### src/rtl/irq_chain_pkg.sv
package irq_chain_pkg;

   typedef enum logic [1:0] {
      ND_IDLE = 2'b00,
      ND_PEND = 2'b01,
      ND_SERV = 2'b10
   } node_st_e;

   function automatic int unsigned id_width(input int unsigned n);
      return (n > 1) ? $clog2(n) : 1;
   endfunction

endpackage

### src/rtl/irq_chain_node.sv
module irq_chain_node
   import irq_chain_pkg::*;
(
   input  logic clk,
   input  logic rst_n,
   input  logic req_stb,
   input  logic ack_up,
   input  logic done_up,
   output logic ack_dn,
   output logic done_dn,
   output logic irq_o,
   output logic serv_o
);

   node_st_e st_q, st_d;
   logic     rearm_q, rearm_d;

   always_comb begin
      st_d    = st_q;
      rearm_d = rearm_q;
      unique case (st_q)
         ND_IDLE: if (req_stb) st_d = ND_PEND;
         ND_PEND: if (ack_up)  st_d = ND_SERV;
         ND_SERV: begin
            if (done_up) begin
               st_d    = (rearm_q || req_stb) ? ND_PEND : ND_IDLE;
               rearm_d = 1'b0;
            end else if (req_stb) begin
               rearm_d = 1'b1;
            end
         end
         default: st_d = ND_IDLE;
      endcase
   end

   always_ff @(posedge clk or negedge rst_n) begin
      if (!rst_n) begin
         st_q    <= ND_IDLE;
         rearm_q <= 1'b0;
      end else begin
         st_q    <= st_d;
         rearm_q <= rearm_d;
      end
   end

   // an idle node is transparent to acknowledge; any claim opens the chain
   assign ack_dn  = ack_up & (st_q == ND_IDLE);
   // only a node in service consumes the service-end pulse
   assign done_dn = done_up & (st_q != ND_SERV);
   assign irq_o   = (st_q == ND_PEND);
   assign serv_o  = (st_q == ND_SERV);

endmodule

### src/rtl/irq_id_pick.sv
module irq_id_pick #(
   parameter int unsigned NODES = 8,
   parameter int unsigned ID_W  = 3
) (
   input  logic [NODES-1:0] serv,
   output logic [ID_W-1:0]  id,
   output logic             valid
);

   generate
      if (NODES == 1) begin : g_single
         assign id    = '0;
         assign valid = serv[0];
      end else begin : g_multi
         always_comb begin
            id = '0;
            for (int i = NODES - 1; i >= 0; i--) begin
               if (serv[i]) id = ID_W'(i);
            end
         end
         assign valid = |serv;
      end
   endgenerate

endmodule

### src/rtl/irq_daisy_chain.sv
module irq_daisy_chain #(
   parameter  int unsigned NODES = 8,
   localparam int unsigned ID_W  = irq_chain_pkg::id_width(NODES)
) (
   input  logic             clk,
   input  logic             rst_n,
   input  logic [NODES-1:0] dev_req,
   input  logic             ack_in,
   input  logic             done_in,
   output logic             irq_out,
   output logic             ack_tail,
   output logic             done_tail,
   output logic [NODES-1:0] grant,
   output logic [ID_W-1:0]  id_out,
   output logic             id_valid
);

   generate
      if (NODES < 1 || NODES > 65536) begin : g_bad_nodes
         $error("irq_daisy_chain: NODES must lie in 1..65536");
      end
   endgenerate

   logic [NODES:0]   ack_c;
   logic [NODES:0]   done_c;
   logic [NODES-1:0] pend_v;

   assign ack_c[0]  = ack_in;
   assign done_c[0] = done_in;

   generate
      for (genvar g = 0; g < NODES; g++) begin : g_node
         irq_chain_node u_node (
            .clk     (clk),
            .rst_n   (rst_n),
            .req_stb (dev_req[g]),
            .ack_up  (ack_c[g]),
            .done_up (done_c[g]),
            .ack_dn  (ack_c[g+1]),
            .done_dn (done_c[g+1]),
            .irq_o   (pend_v[g]),
            .serv_o  (grant[g])
         );
      end
   endgenerate

   irq_id_pick #(.NODES(NODES), .ID_W(ID_W)) u_pick (
      .serv  (grant),
      .id    (id_out),
      .valid (id_valid)
   );

   assign irq_out   = |pend_v;
   assign ack_tail  = ack_c[NODES];
   assign done_tail = done_c[NODES];

endmodule

### config.mk
export PLATFORM = sky130hd
export DESIGN_NAME = irq_daisy_chain
export DESIGN_NICKNAME = d
export VERILOG_FILES = /design/src/rtl/irq_chain_pkg.sv /design/src/rtl/irq_chain_node.sv /design/src/rtl/irq_id_pick.sv /design/src/rtl/irq_daisy_chain.sv
export SDC_FILE = /design/constraint.sdc
export NUM_CORES = 1
export LEC_CHECK = 0
export BUFFER_PORTS_ARGS = -buffer_cell sky130_fd_sc_hd__buf_2
export CORE_MARGIN = 1.5
export CORE_UTILIZATION = 50
export CTS_BUF_LIST = sky130_fd_sc_hd__clkbuf_8
export CTS_CLUSTER_DIAMETER = 100
export CTS_CLUSTER_SIZE = 12
export DETAILED_ROUTE_END_ITERATION = 6
export PLACE_DENSITY_LB_ADDON = 0.12
export SLEW_MARGIN = 20
export SYNTH_ARGS = -nofsm -noshare
export SYNTH_HDL_FRONTEND = slang
export SYNTH_SLANG_ARGS = --single-unit
### constraint.sdc
create_clock -name clk -period 4 [get_ports clk]
set_input_delay 0.4 -clock clk [delete_from_list [all_inputs] [get_ports clk]]
set_output_delay 0.4 -clock clk [all_outputs]
set_load 0.01 [all_outputs]
==> results of run 1 <==
routing by layer:
layer / vias to the layer above / track usage [%] / part of all wire (%)
met1: 631 / 31.9 / 47
met3: 7 / 4.38 / 5.6
li1: 628 / - / -
met4: 0 / 8.16 / 2.0
met5: - / 0 / 0
met2: 38 / 34.9 / 45
how the worst max path moves through the flow:
stage	start	cells after the start	slack, ps	endpoint
after global placement	g_node[4].u_node.st_q[1]	4	2070	id_valid
final	g_node[0].u_node.st_q[0]	6	1710	done_tail
after floorplan	g_node[5].u_node.st_q[1]	4	2210	id_valid
after global routing	g_node[0].u_node.st_q[0]	6	1540	done_tail
after detailed placement	g_node[4].u_node.st_q[1]	4	2010	id_valid
after CTS	g_node[0].u_node.st_q[0]	6	1710	done_tail
cell usage in the layout, fill, tap and decap left out, types with 4 or more instances in the layout:
cell / instances
buf_2: 26
nand2_1: 10
a21oi_1: 23
nand3_1: 4
o32ai_1: 4
nor3_1: 8
inv_1: 16
nand2b_1: 8
a31oi_1: 4
o31ai_1: 4
dfrtp_1: 24
o21ai_0: 7
nor2_1: 8
Yosys cell counts (all sizes together), types with 2 or more instances:
cell,n
nand3,4
dfrtp,24
o31ai,4
inv,16
a211oi,2
nor3b,2
a22o,2
buf,10
nor3,9
o32ai,4
nand4,2
nand2,10
nor4,3
nand2b,8
o21ai,7
o22ai,3
and4b,2
nor2b,3
a31oi,4
a21oi,23
nor2,8
power breakdown:
group	total [mW]	switching (mW)	internal [mW]
combinational	0.209	0.125	0.0845
sequential	0.353	0.0629	0.290
clock	0.141	0.0733	0.0674
worst register-to-register path, stage by stage, from the launching register on:
cell and delay [ps]:
dfrtp_1 510, nand2b_1 280, inv_1 160, or4_1 480, o22ai_1 140, a221o_1 160
layout make-up:
| cell class | instances | area, um^2 | share of cell area (%) |
|---|---|---|---|
| tap | 31 | 38.8 | 2.49 |
| timing repair buffer | 26 | 130 | 8.35 |
| sequential | 24 | 601 | 38.5 |
| clock buffer | 3 | 41.3 | 2.65 |
| inverter | 16 | 60.1 | 3.85 |
| multi-input combinational | 112 | 688 | 44.1 |
flip-flops by register name (all words and copies together), names as in the netlist:
signal and cells:
g_node.u_node.rearm_q 8, g_node.u_node.st_q 16
kinds of logic after synthesis:
logic type | Yosys count | share of synthesized area (%)
AO/OA/AOI/OAI | 57 | 25.4
buffers and inverters | 27 | 9.96
flip-flops | 24 | 42.0
AND/OR/NAND/NOR | 55 | 22.6
==> results.yml, run 1 <==
synthesis:
  async_flop_share_pct: 100
  synth_cell_type_count: 39
  synth_edf_count: 0
  avgSynthCellArea_um2: 8.78
  synth_top_area_cell: "dfrtp_1"
  synth_nets: 175
  ys_seq_area_share_pct: 42.0
  synth_warnings: 0
  synth-main-ff-cell: "dfrtp_1"
  syn-cell-area_um2: 1430
  netlist.area_leader.share_pct: 42.0
  synth-seq-cells: 24
  synthCells: 163
  yosys-top-cells-area: "dfrtp_1 42%, a21oi_1 8.0%, buf_4 4.7%"
worst_setup_path:
  path_cells: "nand2b_1, inv_1, nor3_4, nand2_1, nor3_1, buf_2"
  max_stage_delay_ps: 450
  start_kind: "flip-flop"
  r2r_cells: 5
  crit_path_end_kind: "output port"
  cp_num_buf_inv: 2
  cp.required_ps: 3600
  critPathArrivalTime_ps: 1890
  slowest_stage: "dfrtp_1"
  crit_family: "simple AND/OR/NAND/NOR gates"
  crit_type: "flip-flop to output port"
  r2r-end: "g_node[5].u_node.st_q[0]"
  crit_path_max_fanout: 7
  r2r_start: "g_node[2].u_node.st_q[0]"
  rrSetupSlack_ps: 2210
cts:
  cts_buffers: 3
  cts.sinks: 24
  path_clk_slew_ps: 80
  clockBufferDepth: 2
  cts_tree: "yes"
  cts_setup_buffers: 0
  cts_resized: 0
  cts_hold_buf: 0
  cts-root-buf: "clkbuf_8"
  cts_max_level: 1
  clock_latency_ps: 270
place:
  globalplace.congestion: 0.856
  dp_hpwl_um: 2540
  place_ws_ps: 2010
  numPortBuffers: 26
  dp_cells: 209
  placed_area_um2: 1520
hold_path:
  hold_path_class: "input pin to async pin"
floorplan:
  dieArea_um2: 3190
  io_pins: 27
  chipWidth_um: 56.5
  fp.coreArea_um2: 2730
  start_util_pct: 52.4
  die_y_um: 56.5
  rows: 19
route:
  routedWlPerCell_um: 15.6
  ant_nets: 0
  vias_per_cell: 6.15
  wl_um: 3310
  drt_first_pass_iters: 4
  drc: 0
  first_iter_violations: 56
  dr_total_vias: 1304
global_routing:
  grt_max_degree: 25
  track_usage_pct: 22.7
  first_global_vias: 1197
  grt_first_pass_wirelength_um: 5600
  overflow: 0
  antenna_found_initial: 0
timing:
  fin_ws_ps: 1710
  worst_pin_slew_ps: 697
  period_share_pct: 57.3
  clock_skew_ps: 4.62
  rsz0062_at_grt: "no"
  final-setup-viol-count: 0
  hold_ws_ps: 101
  max_slew_margin_pct: 53.5
  setup_tns_ps: 0
  final-hold-violation-count: 0
  fin_crit_ps: 2290
  max_freq_mhz: 436
  slew_viol_final: 0
cells_and_area:
  n_antenna_cell: 0
  post-route-cell-area_um2: 1560
  syn2layout_area_growth_pct: 8.92
  layout-drive-gt1-share_pct: 19.3
  final_net_count: 195
  fillers: 261
  utilization_pct: 57.0
  fin_cells: 212
power:
  p_leak_nw: 0.768
  power_density_nw_per_um2: 451
  ir_worst_vdd_uv: 310
  power_mw: 0.703
run_status:
  status: "finished, final reports clean"
run:
  drv_cap: 0
(Power assumes the default switching activity.)
==> run 2: changes to the inputs <==
==> constraint.sdc (replaced) <==
create_clock -name clk -period 2 [get_ports clk]
set_input_delay 0.2 -clock clk [delete_from_list [all_inputs] [get_ports clk]]
set_output_delay 0.2 -clock clk [all_outputs]
set_load 0.01 [all_outputs]
==> results.yml, run 2 (synthesis results as in run 1) <==
route:
  routedWlPerCell_um: 15.9
  wl_met2_um: 1600
  ant_nets: 0
  wl_met1_um: 1620
  met3_length_um: 191
  dr_total_vias: 1328
  wl_um: 3470
  highest_layer: "met4"
  drt_first_pass_iters: 4
  first_iter_violations: 54
  vias_per_cell: 6.09
  drc: 0
global_routing:
  track_usage_pct: 22.9
  antenna_found_initial: 0
  grt_max_degree: 25
  first_global_vias: 1228
  grt_first_pass_wirelength_um: 5700
  overflow: 0
worst_setup_path:
  r2r_start: "g_node[1].u_node.st_q[1]"
  critPathArrivalTime_ps: 1780
  r2r_cells: 4
  start_kind: "flip-flop"
  r2r-end: "g_node[4].u_node.st_q[1]"
  crit_type: "flip-flop to output port"
  crit_path_end_kind: "output port"
  rrSetupSlack_ps: 270
  crit_path_max_fanout: 8
  cp.required_ps: 1800
place:
  globalplace.congestion: 0.830
  numPortBuffers: 26
  dp_hpwl_um: 2600
  dp_cells: 212
  place_ws_ps: 263
  placed_area_um2: 1540
power:
  power_mw: 1.50
  power_density_nw_per_um2: 912
  ir_worst_vdd_uv: 716
  p_leak_nw: 0.797
floorplan:
  start_util_pct: 52.4
  chipWidth_um: 56.5
  fp.coreArea_um2: 2730
  io_pins: 27
  die_y_um: 56.5
  dieArea_um2: 3190
  rows: 19
cts:
  cts_buffers: 3
  cts_tree: "yes"
  clock_latency_ps: 270
  cts_max_level: 1
  clockBufferDepth: 2
  cts-root-buf: "clkbuf_8"
  path_clk_slew_ps: 90
  cts.sinks: 24
cells_and_area:
  largest_reg_flops: 16
  regArea_um2: 608
  n_antenna_cell: 0
  layout-drive-gt1-share_pct: 28.3
  multi_input_area_um2: 708
  utilization_pct: 60.0
  post-route-cell-area_um2: 1640
  final_common_cell: "buf_2"
  syn2layout_area_growth_pct: 14.6
  fin_cells: 218
  top_register: "g_node.u_node.st_q"
  final_net_count: 200
  final_cell_mix: "26 x buf_2, 23 x a21oi_1, 18 x dfrtp_1"
  reg.largest.list: "g_node.u_node.st_q (16), g_node.u_node.rearm_q (8)"
  fillers: 243
hold_path:
  hp-start: "done_in"
  hold_path_class: "input pin to flip-flop"
  hold_depth: 2
  holdPathEnd: "g_node[0].u_node.rearm_q"
timing:
  rsz0062_at_grt: "yes"
  slew_viol_final: 0
  fin_ws_ps: 24.5
  period_share_pct: 98.8
  final-setup-viol-count: 0
  fin_crit_ps: 1980
  hold_ws_ps: 183
  clock_skew_ps: 5.76
  max_slew_margin_pct: 62.9
  final-hold-violation-count: 0
  max_freq_mhz: 506
  setup_tns_ps: 0
  worst_pin_slew_ps: 556
run:
  drv_cap: 0
run_status:
  status: "finished, final reports clean"
==> run 2: area by class of cell <==
cell class              count  share of cell area, %
inverters                  16                   3.66
flip-flops and latches     24                   37.1
clock buffers               4                   3.36
repair buffers             31                   10.4
multi-input cells         112                   43.2
well taps                  31                   2.36
==> run 2: critical path: stages, from the launching register on <==
cell	delay, ps
dfrtp_2	460
nor2b_4	170
or2_4	260
or3_2	480
buf_2	150
==> run 2: where the power goes <==
group          internal (mW)  leakage [nW]  switching, mW
clock                  0.176        0.0288          0.155
combinational          0.191         0.485          0.254
sequential             0.589         0.283          0.130
total                  0.956         0.797          0.539
==> run 2: layer usage <==
metal	global-route usage, %	vias up
met5	0	-
met4	6.12	0
met3	3.00	9
met2	36.4	46
met1	32.8	630
li1	-	643
==> run 2: worst max path at each step <==
stage | start | endpoint | slack (ps)
floorplan | g_node[5].u_node.st_q[1] | g_node[7].u_node.st_q[1] | 370
global placement | g_node[2].u_node.st_q[0] | done_tail | 250
detailed placement | g_node[2].u_node.st_q[0] | g_node[6].u_node.st_q[0] | 260
CTS | g_node[5].u_node.st_q[1] | id_valid | 30
global route | g_node[6].u_node.st_q[0] | id_out[0] | -10
finish | g_node[5].u_node.st_q[1] | id_valid | 20
==> run 2: what timing repair did <==
action | CTS | global route
setup endpoints to repair | 2 | 4
endpoints found under the hold margin | 24 | 0
resized for setup | 1 | 12
setup buffers | 0 | 1
hold buffers | 1 | 0
==> run 3: changes to the inputs <==
--- a/config.mk
+++ b/config.mk
@@ -6,11 +6,12 @@
 export NUM_CORES = 1
 export LEC_CHECK = 0
 export BUFFER_PORTS_ARGS = -buffer_cell sky130_fd_sc_hd__buf_2
+export CELL_PAD_IN_SITES_DETAIL_PLACEMENT = 1
+export CELL_PAD_IN_SITES_GLOBAL_PLACEMENT = 1
 export CORE_MARGIN = 1.5
-export CORE_UTILIZATION = 50
+export CORE_UTILIZATION = 38
 export CTS_BUF_LIST = sky130_fd_sc_hd__clkbuf_8
 export CTS_CLUSTER_DIAMETER = 100
-export CTS_CLUSTER_SIZE = 12
 export DETAILED_ROUTE_END_ITERATION = 6
 export PLACE_DENSITY_LB_ADDON = 0.12
 export SLEW_MARGIN = 20
==> results.yml, run 3 (synthesis results as in run 1) <==
run_status:
  status: "finished, final reports clean"
place:
  numPortBuffers: 26
  dp_hpwl_um: 3150
  place_ws_ps: 191
  globalplace.congestion: 0.796
  dp_cells: 231
power:
  netSwitchingFraction_pct: 35.5
  clkPwrFrac_pct: 26.2
  power_density_nw_per_um2: 969
  pwr-share-seq_pct: 41.4
  pwr-share-comb_pct: 32.4
  switchingPower_mw: 0.605
  ir_worst_vdd_uv: 358
  p_leak_nw: 0.847
  p_int_mw: 1.10
route:
  drc: 0
  first_iter_violations: 63
  routedWlPerCell_um: 17.8
  drt_first_pass_iters: 4
  vias_per_cell: 5.59
  wl_um: 4300
  dr_total_vias: 1352
  ant_nets: 0
timing:
  max_freq_mhz: 532
  worst_pin_slew_ps: 573
  max_slew_margin_pct: 61.8
  fin_ws_ps: 119
  clock_skew_ps: 16.1
  final-hold-violation-count: 0
  hold_ws_ps: 149
  fin_crit_ps: 1880
  period_share_pct: 94.1
  final-setup-viol-count: 0
  slew_viol_final: 0
worst_setup_path:
  cp.required_ps: 1800
  crit_end: "done_tail"
  crit_path_end_kind: "output port"
  path_cells: "nand2b_1, inv_1, nor3_4, nand2_2, nor3_1, buf_2"
  slowest_stage: "dfrtp_2"
  rrSetupSlack_ps: 220
  crit_path_max_fanout: 7
  r2r_cells: 4
  r2r-end: "g_node[5].u_node.st_q[0]"
  crit_type: "flip-flop to output port"
  critPathArrivalTime_ps: 1680
  startpoint: "g_node[1].u_node.st_q[1]"
  r2r_start: "g_node[1].u_node.st_q[1]"
  max_stage_delay_ps: 480
  start_kind: "flip-flop"
cells_and_area:
  fillers: 449
  layout-drive-gt1-share_pct: 32.0
  final_common_cell: "buf_2"
  final_net_count: 207
  n_antenna_cell: 0
  final_cell_mix: "25 x buf_2, 23 x a21oi_1, 18 x dfrtp_1"
  multi_input_area_um2: 733
  syn2layout_area_growth_pct: 23.1
  largest_reg_flops: 16
  reg.largest.list: "g_node.u_node.st_q (16), g_node.u_node.rearm_q (8)"
  top_register: "g_node.u_node.st_q"
  regArea_um2: 608
  fin_cells: 242
global_routing:
  grt_first_pass_wirelength_um: 6890
  antenna_found_initial: 0
  overflow: 0
  grt_max_degree: 25
  first_global_vias: 1338
  track_usage_pct: 22.0
cts:
  cts_tree: "yes"
  cts_max_level: 1
  clockBufferDepth: 2
  cts_buffers: 3
  path_clk_slew_ps: 100
  clock_latency_ps: 290
  cts.sinks: 24
  cts-root-buf: "clkbuf_8"
floorplan:
  rows: 22
  io_pins: 27
  fp.coreArea_um2: 3630
  start_util_pct: 39.4
  die_y_um: 64.4
  dieArea_um2: 4140
  chipWidth_um: 64.4
hold_path:
  hold_path_class: "input pin to flip-flop"
run:
  drv_cap: 0
-- run 3: cell types whose count changed in the layout (fill, tap and decap cells not counted), sizes merged --
cell    delta
buf        +7
bufinv     +1
clkbuf     -1
-- run 3: area by class of cell --
| class | count | area share, % |
|---|---|---|
| Clock buffer | 3 | 2.34 |
| Inverter | 16 | 3.41 |
| Clock inverter | 1 | 1.70 |
| Sequential cell | 24 | 34.5 |
| Multi-Input combinational cell | 112 | 41.6 |
| Tap cell | 48 | 3.41 |
| Timing Repair Buffer | 38 | 13.0 |
-- run 3: routing by layer --
layer | GRT usage (%) | part of all wire, % | vias up | wire (um)
met4 | 7.18 | 1.6 | 0 | 70
met1 | 30.3 | 45 | 647 | 1940
met3 | 4.40 | 5.6 | 7 | 239
li1 | - | - | 662 | -
met2 | 34.8 | 48 | 36 | 2060
met5 | 0 | 0 | - | 0
-- run 3: how the worst min path moves through the flow --
stage / start / endpoint / slack, ps / depth (start not counted)
4_1_cts: done_in / g_node[0].u_node.rearm_q / 150 / 2
5_1_grt: done_in / g_node[1].u_node.rearm_q / 170 / 2
3_3_place_gp: rst_n / g_node[0].u_node.rearm_q / 220 / 1
6_report: done_in / g_node[0].u_node.rearm_q / 150 / 2
3_5_place_dp: rst_n / g_node[0].u_node.rearm_q / 230 / 1
2_1_floorplan: rst_n / g_node[0].u_node.rearm_q / -100 / 0
-- run 3: repair_timing --
action,CTS,global route
hold endpoints to repair,24,0
buffers inserted,0,6
resized for setup,4,14
hold buffers,1,0
setup endpoints to repair,3,4
pin swaps,0,1
-- run 3: stage by stage --
| step | utilization (%) | area, um^2 | TNS (ps) | total power, mW |
|---|---|---|---|---|
| 5_1_grt | 48.5 | 1760 | -13.1 | 1.81 |
| 3_5_place_dp | 43.4 | 1580 | 0 | 1.18 |
| 3_3_place_gp | 43.4 | 1580 | 0 | 1.16 |
| 4_1_cts | 45.8 | 1670 | 0 | 1.63 |
| 6_report | 48.5 | 1760 | 0 | 1.71 |
| 2_1_floorplan | - | 1430 | 0 | 1.00 |
-- run 3: critical path, delay by kind of cell, from the launching register on --
family / cells / cell delay, ps
buffers and inverters: 2 / 290
flip-flops: 1 / 480
AND/OR/NAND/NOR: 4 / 620
-- run 3: power groups by stage --
| stage | Clock (mW) | Sequential (mW) | Combinational (mW) |
|---|---|---|---|
| 2_1_floorplan | 0 | 0.671 | 0.332 |
| 3_3_place_gp | 0 | 0.694 | 0.470 |
| 3_5_place_dp | 0 | 0.699 | 0.485 |
| 4_1_cts | 0.448 | 0.692 | 0.492 |
| 5_1_grt | 0.477 | 0.727 | 0.608 |
| 6_report | 0.448 | 0.707 | 0.552 |
